`src/rtl/ckdiv_pkg.sv`:
```
package ckdiv_pkg;
    localparam int CKD_RATIO_W  = 6;
    localparam int CKD_MAX      = 32;
    localparam int CKD_NCLUST   = 2;

    typedef enum logic [1:0] {
        DV_RUN      = 2'd0,
        DV_ARMED    = 2'd1,
        DV_SETTLE_A = 2'd2,
        DV_SETTLE_B = 2'd3
    } dv_state_e;
endpackage

```
`src/rtl/ckdiv_regs.sv`:
```
module ckdiv_regs #(
    parameter int ADDR_W      = 10,
    parameter int DATA_W      = 32,
    parameter int NCLUST      = 2,
    parameter int RATIO_W     = 6,
    parameter int RESET_RATIO = 4,
    parameter int DIV_BASE    = 'h09E,
    parameter int FORCE_BASE  = 'h0A0,
    parameter int REQ_BASE    = 'h0A1,
    parameter int CL_STRIDE   = 5,
    parameter int STAT_ADDR   = 'h325,
    parameter int FORCE_BIT   = 24,
    parameter int REQ_BIT     = 16
) (
    input  logic                           clk,
    input  logic                           rst_n,
    input  logic                           wr_en,
    input  logic [ADDR_W-1:0]              addr,
    input  logic [DATA_W-1:0]              wr_data,
    output logic [DATA_W-1:0]              rd_data,
    input  logic [NCLUST-1:0]              stable_i,
    output logic [NCLUST-1:0][RATIO_W-1:0] shadow_o,
    output logic [NCLUST-1:0]              force_o,
    output logic [NCLUST-1:0]              req_o
);
    logic [NCLUST-1:0][RATIO_W-1:0] shadow_q;
    logic [NCLUST-1:0]              force_q;
    logic [NCLUST-1:0]              req_q;

    // Data bits with no field behind them are deliberately dropped.
    logic unused_wdata;
    assign unused_wdata = ^wr_data;

    function automatic logic [ADDR_W-1:0] cl_addr(input int base, input int c);
        return ADDR_W'(base + c * CL_STRIDE);
    endfunction

    always_ff @(posedge clk) begin
        if (!rst_n) begin
            for (int c = 0; c < NCLUST; c++) begin
                shadow_q[c] <= RATIO_W'(RESET_RATIO);
                force_q[c]  <= 1'b0;
                req_q[c]    <= 1'b0;
            end
        end else if (wr_en) begin
            for (int c = 0; c < NCLUST; c++) begin
                if (addr == cl_addr(DIV_BASE, c))
                    shadow_q[c] <= wr_data[RATIO_W-1:0];
                if (addr == cl_addr(FORCE_BASE, c))
                    force_q[c] <= wr_data[FORCE_BIT];
                if (addr == cl_addr(REQ_BASE, c))
                    req_q[c] <= wr_data[REQ_BIT];
            end
        end
    end

    always_comb begin
        rd_data = '0;
        for (int c = 0; c < NCLUST; c++) begin
            if (addr == cl_addr(DIV_BASE, c))
                rd_data[RATIO_W-1:0] = shadow_q[c];
            if (addr == cl_addr(FORCE_BASE, c))
                rd_data[FORCE_BIT] = force_q[c];
            if (addr == cl_addr(REQ_BASE, c))
                rd_data[REQ_BIT] = req_q[c];
        end
        if (addr == ADDR_W'(STAT_ADDR))
            rd_data[0] = &stable_i;
    end

    assign shadow_o = shadow_q;
    assign force_o  = force_q;
    assign req_o    = req_q;
endmodule

```
`src/rtl/ckdiv_chan.sv`:
```
module ckdiv_chan
    import ckdiv_pkg::*;
#(
    parameter int RATIO_W     = 6,
    parameter int MAX_RATIO   = 32,
    parameter int RESET_RATIO = 4
) (
    input  logic               clk,
    input  logic               rst_n,
    input  logic [RATIO_W-1:0] shadow_i,
    input  logic               force_i,
    input  logic               req_i,
    output logic               clk_en_o,
    output logic               stable_o,
    output logic               commit_o,
    output logic [RATIO_W-1:0] ratio_o
);
    dv_state_e          state_q, state_d;
    logic [RATIO_W-1:0] cnt_q;
    logic [RATIO_W-1:0] act_q;
    logic [RATIO_W-1:0] pend_q;
    logic               stable_q;
    logic               req_seen_q;
    logic               period_end;
    logic               req_rise;
    logic               commit;

    function automatic logic [RATIO_W-1:0] clamp_ratio(input logic [RATIO_W-1:0] r);
        if (r == '0)
            return RATIO_W'(1);
        else if (int'(r) > MAX_RATIO)
            return RATIO_W'(MAX_RATIO);
        else
            return r;
    endfunction

    assign period_end = (cnt_q == act_q - RATIO_W'(1));
    assign req_rise   = req_i & ~req_seen_q;
    assign commit     = (state_q == DV_ARMED) && (period_end || force_i);

    always_comb begin
        state_d = state_q;
        unique case (state_q)
            DV_RUN:      if (req_rise) state_d = DV_ARMED;
            DV_ARMED:    if (commit)   state_d = DV_SETTLE_A;
            DV_SETTLE_A: state_d = DV_SETTLE_B;
            DV_SETTLE_B: state_d = DV_RUN;
            default:     state_d = DV_RUN;
        endcase
    end

    always_ff @(posedge clk) begin
        if (!rst_n)
            state_q <= DV_RUN;
        else
            state_q <= state_d;
    end

    always_ff @(posedge clk) begin
        if (!rst_n) begin
            cnt_q      <= '0;
            act_q      <= RATIO_W'(RESET_RATIO);
            pend_q     <= RATIO_W'(RESET_RATIO);
            stable_q   <= 1'b1;
            req_seen_q <= 1'b0;
        end else begin
            req_seen_q <= req_i;
            if (commit) begin
                act_q <= pend_q;
                cnt_q <= '0;
            end else if (period_end) begin
                cnt_q <= '0;
            end else begin
                cnt_q <= cnt_q + RATIO_W'(1);
            end
            if (state_q == DV_RUN && req_rise) begin
                pend_q   <= clamp_ratio(shadow_i);
                stable_q <= 1'b0;
            end
            if (state_q == DV_SETTLE_B)
                stable_q <= 1'b1;
        end
    end

    always_comb begin
        clk_en_o = period_end;
        stable_o = stable_q;
        commit_o = commit;
        ratio_o  = act_q;
    end
endmodule

```
`src/rtl/ckdiv_top.sv`:
```
module ckdiv_top
    import ckdiv_pkg::*;
#(
    parameter int ADDR_W      = 10,
    parameter int DATA_W      = 32,
    parameter int NCLUST      = CKD_NCLUST,
    parameter int RATIO_W     = CKD_RATIO_W,
    parameter int MAX_RATIO   = CKD_MAX,
    parameter int RESET_RATIO = 4
) (
    input  logic              clk_pll,
    input  logic              rst_n,
    input  logic              reg_wr,
    input  logic [ADDR_W-1:0] reg_addr,
    input  logic [DATA_W-1:0] reg_wdata,
    output logic [DATA_W-1:0] reg_rdata,
    output logic [NCLUST-1:0] cpu_clk_en,
    output logic [NCLUST-1:0] ratio_stable
);
    logic [NCLUST-1:0][RATIO_W-1:0] shadow_w;
    logic [NCLUST-1:0][RATIO_W-1:0] act_w;
    logic [NCLUST-1:0]              force_w;
    logic [NCLUST-1:0]              req_w;
    logic [NCLUST-1:0]              commit_w;

    ckdiv_regs #(
        .ADDR_W(ADDR_W), .DATA_W(DATA_W), .NCLUST(NCLUST),
        .RATIO_W(RATIO_W), .RESET_RATIO(RESET_RATIO)
    ) u_regs (
        .clk(clk_pll), .rst_n(rst_n), .wr_en(reg_wr), .addr(reg_addr),
        .wr_data(reg_wdata), .rd_data(reg_rdata), .stable_i(ratio_stable),
        .shadow_o(shadow_w), .force_o(force_w), .req_o(req_w)
    );

    for (genvar c = 0; c < NCLUST; c++) begin : g_chan
        ckdiv_chan #(
            .RATIO_W(RATIO_W), .MAX_RATIO(MAX_RATIO), .RESET_RATIO(RESET_RATIO)
        ) u_chan (
            .clk(clk_pll), .rst_n(rst_n), .shadow_i(shadow_w[c]),
            .force_i(force_w[c]), .req_i(req_w[c]), .clk_en_o(cpu_clk_en[c]),
            .stable_o(ratio_stable[c]), .commit_o(commit_w[c]), .ratio_o(act_w[c])
        );
    end
endmodule

```
`config.mk`:
```
export PLATFORM = sky130hd
export DESIGN_NAME = ckdiv_top
export DESIGN_NICKNAME = d
export VERILOG_FILES = /design/src/rtl/ckdiv_pkg.sv /design/src/rtl/ckdiv_regs.sv /design/src/rtl/ckdiv_chan.sv /design/src/rtl/ckdiv_top.sv
export SDC_FILE = /design/constraint.sdc
export NUM_CORES = 1
export LEC_CHECK = 0
export ABC_AREA = 1
export CAP_MARGIN = 20
export CELL_PAD_IN_SITES_DETAIL_PLACEMENT = 1
export CELL_PAD_IN_SITES_GLOBAL_PLACEMENT = 2
export CORE_ASPECT_RATIO = 1.2
export CORE_MARGIN = 8
export CORE_UTILIZATION = 29
export DETAILED_ROUTE_END_ITERATION = 6
export GPL_TIMING_DRIVEN = 0
export PLACE_DENSITY = 0.88
export SYNTH_ARGS = -nofsm -noshare
export SYNTH_HDL_FRONTEND = slang
export SYNTH_SLANG_ARGS = --single-unit
```
`constraint.sdc`:
```
create_clock -name clk_pll -period 4.2 [get_ports clk_pll]
set_input_delay 1.26 -clock clk_pll [delete_from_list [all_inputs] [get_ports clk_pll]]
set_output_delay 1.26 -clock clk_pll [all_outputs]
set_load 0.02 [all_outputs]
```
==> out/results.ini, run 1 <==
[run_status]
outcome=finished, final reports clean

[critical_path]
ff2ff_setup_slack_ps=2340
required_ps=2940
arrival_ps=2860
worstRegToRegCells=14
r2r_end=g_chan[1].u_chan.state_q[1]$_SDFFE_PN0P_
path_class=input pin to output pin
reg2reg_from=g_chan[1].u_chan.ratio_o[0]$_SDFFE_PN0P_
crit_fanout=3
critPathLaunchType=input pin
worstSetupEndpointType=output pin

[routing]
finalWirelength_mm=8.75
detail_route.first_pass.iterations=4
viasPerCell=4.38
drcViolationCount=0
ant_nets=0
drt_iter0_markers=60
wl_per_cell_um=12.7
vias=3008

[final_layout]
fill_cells=1382
layout_commonest_cell=nand2_1
nNetsFinal=585
layout_common_cells=nand2_1, dfxtp_1, inv_1
drive_above_1_share_pct=16.7
n_antenna_cell=0
area_growth_pct=29.0

[die]
die_w_um=114
io_pins=81
coreArea_mm2=0.0111
start_util_pct=29.8
rows=42
chipHeight_um=133
dieArea_mm2=0.0151

[cts]
cts_sinks=60
clkLatencyLatePin_ps=330
cts.htree.levels=3
cts_root_buf=clkbuf_16
hold_buffers=0
cts_tree=yes
cts-buffers-inserted=9
clk_pin_slew_worst_paths_ps=50
clock_path_buffers=2

[pwr]
pwr-share-comb_pct=16.5
pwr-share-clk_pct=46.9
p_int_mw=1.24
switchingPower_uw=453
p_per_area_mw_per_mm2=396
vdd_drop_max_mv=0.194
swShare_pct=26.7
power.leakage_nw=1.86
power_frac_seq_pct=36.6

[yosys]
netlist_area_mm2=0.00331
synth_cell_type_count=32
synthArstFlopShare_pct=0
ys_ff_latch=60
synth_edf_count=0
synth.avg_cell_area_um2=7.21
ys_seq_area_share_pct=36.3
yosys_most_used_dff=dfxtp_1
yosysWarnings=0
syn_inst=459

[timing]
fin_ws_ps=83.4
timing.slew.headroom_pct=60.7
skew_ps=5.38
finalCritPeriodShare_pct=98.0
post-route-min-period_ps=4120
fmax_ghz=0.243
whs_ps=453
drv_slew=0
tightest_slew_ps=589
rsz0062_at_grt=true
finalSetupViolCount=0
finalHoldViolCount=0

[placed_design]
hpwl_mm=6.86
gp_congestion=0.842
post-place-ws_ps=-513
port_buffers=31

[flow_run]
max-cap-violations=0

[grt]
track_usage_pct=12.1
grt-ovfl-total=0
grt_pass1_wl_mm=14.7
antenna_found_initial=0
grt_start_max_net_pins=12
first_global_vias=3219

[worst_hold_path]
hold_depth=2
hp-class=flip-flop to flip-flop
min_from=u_regs.req_o[0]$_SDFFE_PN0P_
worstHoldEndpoint=g_chan[0].u_chan.req_seen_q$_SDFF_PN0_

-- power by group through the flow --
stage | clock (mW) | sequential [mW] | combinational [mW]
2_1_floorplan | 0 | 0.623 | 0.211
3_3_place_gp | 0 | 0.629 | 0.267
3_5_place_dp | 0 | 0.631 | 0.278
4_1_cts | 0.814 | 0.620 | 0.282
5_1_grt | 0.836 | 0.622 | 0.320
6_report | 0.794 | 0.619 | 0.279
-- cell type report --
type | count | area, µm² | area share (%)
multi-input combinational | 324 | 1740 | 40.8
sequential | 60 | 1200 | 28.1
timing repair buffer | 35 | 325 | 7.62
buffer | 35 | 245 | 5.74
clock buffer | 10 | 239 | 5.60
inverter | 63 | 236 | 5.54
tap | 154 | 193 | 4.51
clock inverter | 6 | 87.6 | 2.05
-- flip-flops by register name (all words and copies together), names as in the netlist --
name                      cells
g_chan.u_chan.stable_o        2
u_regs.force_o                2
u_regs.shadow_o              12
g_chan.u_chan.ratio_o        12
g_chan.u_chan.pend_q         12
g_chan.u_chan.cnt_q          12
g_chan.u_chan.state_q         4
g_chan.u_chan.req_seen_q      2
u_regs.req_o                  2
-- worst max-delay path: stages --
cell	delay [ps]
clkdlybuf4s50_1	420
nor2_1	110
nand3_1	110
nor2_2	130
nand2_2	100
buf_4	150
inv_1	70
a32o_1	170
dlygate4sd2_1	340
-- how the worst max path moves through the flow --
| stage | end | depth (start not counted) | slack, ps | start |
|---|---|---|---|---|
| 6_report | reg_rdata[16] | 9 | 80 | reg_addr[8] |
| 5_1_grt | reg_rdata[1] | 10 | -10 | reg_addr[8] |
| 4_1_cts | reg_rdata[0] | 10 | -10 | reg_addr[9] |
| 3_5_place_dp | reg_rdata[0] | 9 | -510 | reg_addr[9] |
| 3_3_place_gp | reg_rdata[0] | 10 | -490 | reg_addr[5] |
| 2_1_floorplan | reg_rdata[0] | 7 | 620 | reg_addr[9] |
-- layer usage --
metal	vias to the layer above	track usage, %	share of wire [%]
li1	1566	-	-
met1	1371	11.5	40
met2	56	22.6	52
met3	15	3.78	4.8
met4	0	6.23	2.7
met5	-	0	0
-- cell usage after synthesis, drive strengths merged, types with 4 or more instances --
library cell | n | area, µm²
xnor2 | 8 | 70.1
buf | 32 | 234
nand2 | 100 | 413
nand3 | 40 | 250
dfxtp | 60 | 1200
inv | 63 | 236
o22ai | 4 | 25.0
a21oi | 36 | 180
xor2 | 4 | 35.0
nor2 | 53 | 224
nand3b | 5 | 37.5
ha | 12 | 150
nor3 | 6 | 35.0
o21ai | 17 | 85.1
-- logic make-up after synthesis --
| group | synth area share (%) |
|---|---|
| buf+inv | 14.6 |
| other cells | 0.113 |
| flops | 36.3 |
| simple gates | 29.6 |
| compound gates | 11.7 |
| fa+ha+maj | 4.54 |
| xor+xnor | 3.18 |
-- what timing repair did --
item	in CTS	in global routing
setup endpoints to repair	8	7
cloned	0	0
pin swaps	1	3
resized for setup	29	14
setup buffers	1	3
-- metrics by stage --
step	utilization (%)	instance area [µm²]	cells	total power, mW	TNS (ps)
CTS	38.1	4220	684	1.72	-13.6
floorplan	-	3390	482	0.834	0
global placement	35.2	3900	667	0.897	-3000
global route	38.5	4270	687	1.78	-13.2
finish	38.5	4270	687	1.69	0
detailed placement	35.2	3900	667	0.909	-3030
(Power assumes the default switching activity.)
==> run 2: changes to the inputs <==
--- a/config.mk
+++ b/config.mk
@@ -10,9 +10,9 @@
 export CELL_PAD_IN_SITES_DETAIL_PLACEMENT = 1
 export CELL_PAD_IN_SITES_GLOBAL_PLACEMENT = 2
 export CORE_ASPECT_RATIO = 1.2
-export CORE_MARGIN = 8
 export CORE_UTILIZATION = 29
 export DETAILED_ROUTE_END_ITERATION = 6
+export GPL_ROUTABILITY_DRIVEN = 0
 export GPL_TIMING_DRIVEN = 0
 export PLACE_DENSITY = 0.88
 export SYNTH_ARGS = -nofsm -noshare
==> out/results.ini, run 2 (same netlist as run 1, synthesis figures left out) <==
[worst_hold_path]
hp-class=flip-flop to flip-flop
min_from=u_regs.req_o[0]$_SDFFE_PN0P_

[routing]
top_layer=met4
finalWirelength_mm=8.43
drcViolationCount=0
drt_iter0_markers=83
wl_per_cell_um=12.3
ant_nets=0
detail_route.first_pass.iterations=4
wl_met1_mm=3.40
vias=3021
met3_length_um=321
dr_wl_met2_mm=4.38
viasPerCell=4.39

[placed_design]
hpwl_mm=6.54
place_area_mm2=0.00390
port_buffers=31

[timing]
drv_slew=0
post-route-min-period_ps=4110
fmax_ghz=0.244
timing.slew.headroom_pct=54.3
finalCritPeriodShare_pct=97.8
skew_ps=4.61
rsz0062_at_grt=false
finalSetupViolCount=0
finalHoldViolCount=0
tightest_slew_ps=686

[cts]
cts.htree.levels=3
cts_root_buf=clkbuf_16
clk_pin_slew_worst_paths_ps=50
clock_path_buffers=2
cts_tree=yes
cts_sinks=60
clkLatencyLatePin_ps=330
cts-buffers-inserted=9
hold_buffers=0

[critical_path]
crit_fanout=5
crit_start=reg_addr[5]
crit_slowest_cell=clkdlybuf4s50_1
crit_path_frequent_cell=inv_1
critPathMaxStageDelay_ps=450
r2r_end=g_chan[1].u_chan.state_q[1]$_SDFFE_PN0P_
worstSetupEndpointType=output pin
cp_cell_sequence=clkdlybuf4s50_1 > inv_1 > nor2_1 > inv_1 > nor2_2 > nand2_2 > nor3_4 > inv_2 > o22ai_1 > buf_2
crit_end=reg_rdata[1]
required_ps=2940
critPathLaunchType=input pin
arrival_ps=2850
reg2reg_from=g_chan[1].u_chan.ratio_o[0]$_SDFFE_PN0P_
worstRegToRegCells=13
ff2ff_setup_slack_ps=2330
path_class=input pin to output pin

[final_layout]
layout_commonest_cell=nand2_1
final_util_pct=38.3
drive_above_1_share_pct=16.5
nNetsFinal=586
final_area_mm2=0.00425
n_antenna_cell=0
area_growth_pct=28.4
layout_common_cells=nand2_1, dfxtp_1, inv_1

[flow_run]
max-cap-violations=0

[pwr]
power.total_mw=1.68
power.leakage_nw=1.86
vdd_drop_max_mv=0.185
p_per_area_mw_per_mm2=395

[die]
rows=42
die_w_um=99.5
start_util_pct=29.8
dieArea_mm2=0.0118
coreArea_mm2=0.0111
chipHeight_um=119
io_pins=81

[grt]
first_global_vias=3119
grt_pass1_wl_mm=14.2
grt_start_max_net_pins=11
antenna_found_initial=0
grt-ovfl-total=0
track_usage_pct=15.4

[run_status]
outcome=finished, final reports clean

run 2: cell count changes in the layout (fill, tap and decap cells not counted), sizes merged:
| cell | before | now |
|---|---|---|
| buf | 41 | 42 |
| clkinv | 1 | 3 |
| clkinvlp | 3 | 0 |
| clkdlybuf4s15 | 0 | 1 |
run 2: routing by layer:
metal | track usage (%) | vias to the layer above
li1 | - | 1560
met1 | 15.7 | 1371
met2 | 27.9 | 65
met3 | 4.52 | 25
met4 | 8.27 | 0
met5 | 0 | -
run 2: stage by stage:
step / hold WS [ps] / std cells / TNS, ps / setup slack (ps)
after global routing: 482 / 688 / 0 / 10.1
after floorplan: 420 / 482 / 0 / 615
after CTS: 462 / 684 / 0 / 7.39
after detailed placement: 455 / 667 / -3390 / -532
after global placement: 438 / 667 / -2890 / -497
final: 461 / 688 / 0 / 93.7
run 2: area by class of cell:
type	instances	area [µm²]
inverters	63	236
flip-flops and latches	60	1200
fillers	1419	6840
well taps	154	193
repair buffers	36	320
clock buffers	11	243
multi-input cells	324	1740
plain buffers	35	245
clock inverters	5	75.1
run 2: power breakdown:
group | switching [mW] | total (mW) | internal [mW]
sequential | 0.0266 | 0.619 | 0.593
combinational | 0.165 | 0.278 | 0.113
clock | 0.250 | 0.782 | 0.532
total | 0.442 | 1.68 | 1.24
run 2: timing repair:
| action | CTS | global route |
|---|---|---|
| setup buffers | 1 | 4 |
| endpoints found under the hold margin | 0 | 0 |
| pin swaps | 1 | 2 |
| endpoints found under the setup margin | 8 | 7 |
| gates resized for setup | 34 | 2 |
| cloned | 0 | 0 |
run 2: worst max-delay path, delay by kind of cell:
kind | cells | cell delay, ps
compound gates | 1 | 170
buf+inv | 5 | 880
simple gates | 4 | 530
run 2: worst min path at each step:
stage	end	slack [ps]	depth (start not counted)
floorplan	g_chan[0].u_chan.req_seen_q$_SDFF_PN0_	420	2
global placement	g_chan[0].u_chan.req_seen_q$_SDFF_PN0_	440	2
detailed placement	g_chan[0].u_chan.req_seen_q$_SDFF_PN0_	450	2
CTS	g_chan[0].u_chan.req_seen_q$_SDFF_PN0_	460	2
global route	g_chan[0].u_chan.pend_q[3]$_SDFFE_PN0P_	480	2
finish	g_chan[0].u_chan.req_seen_q$_SDFF_PN0_	460	2
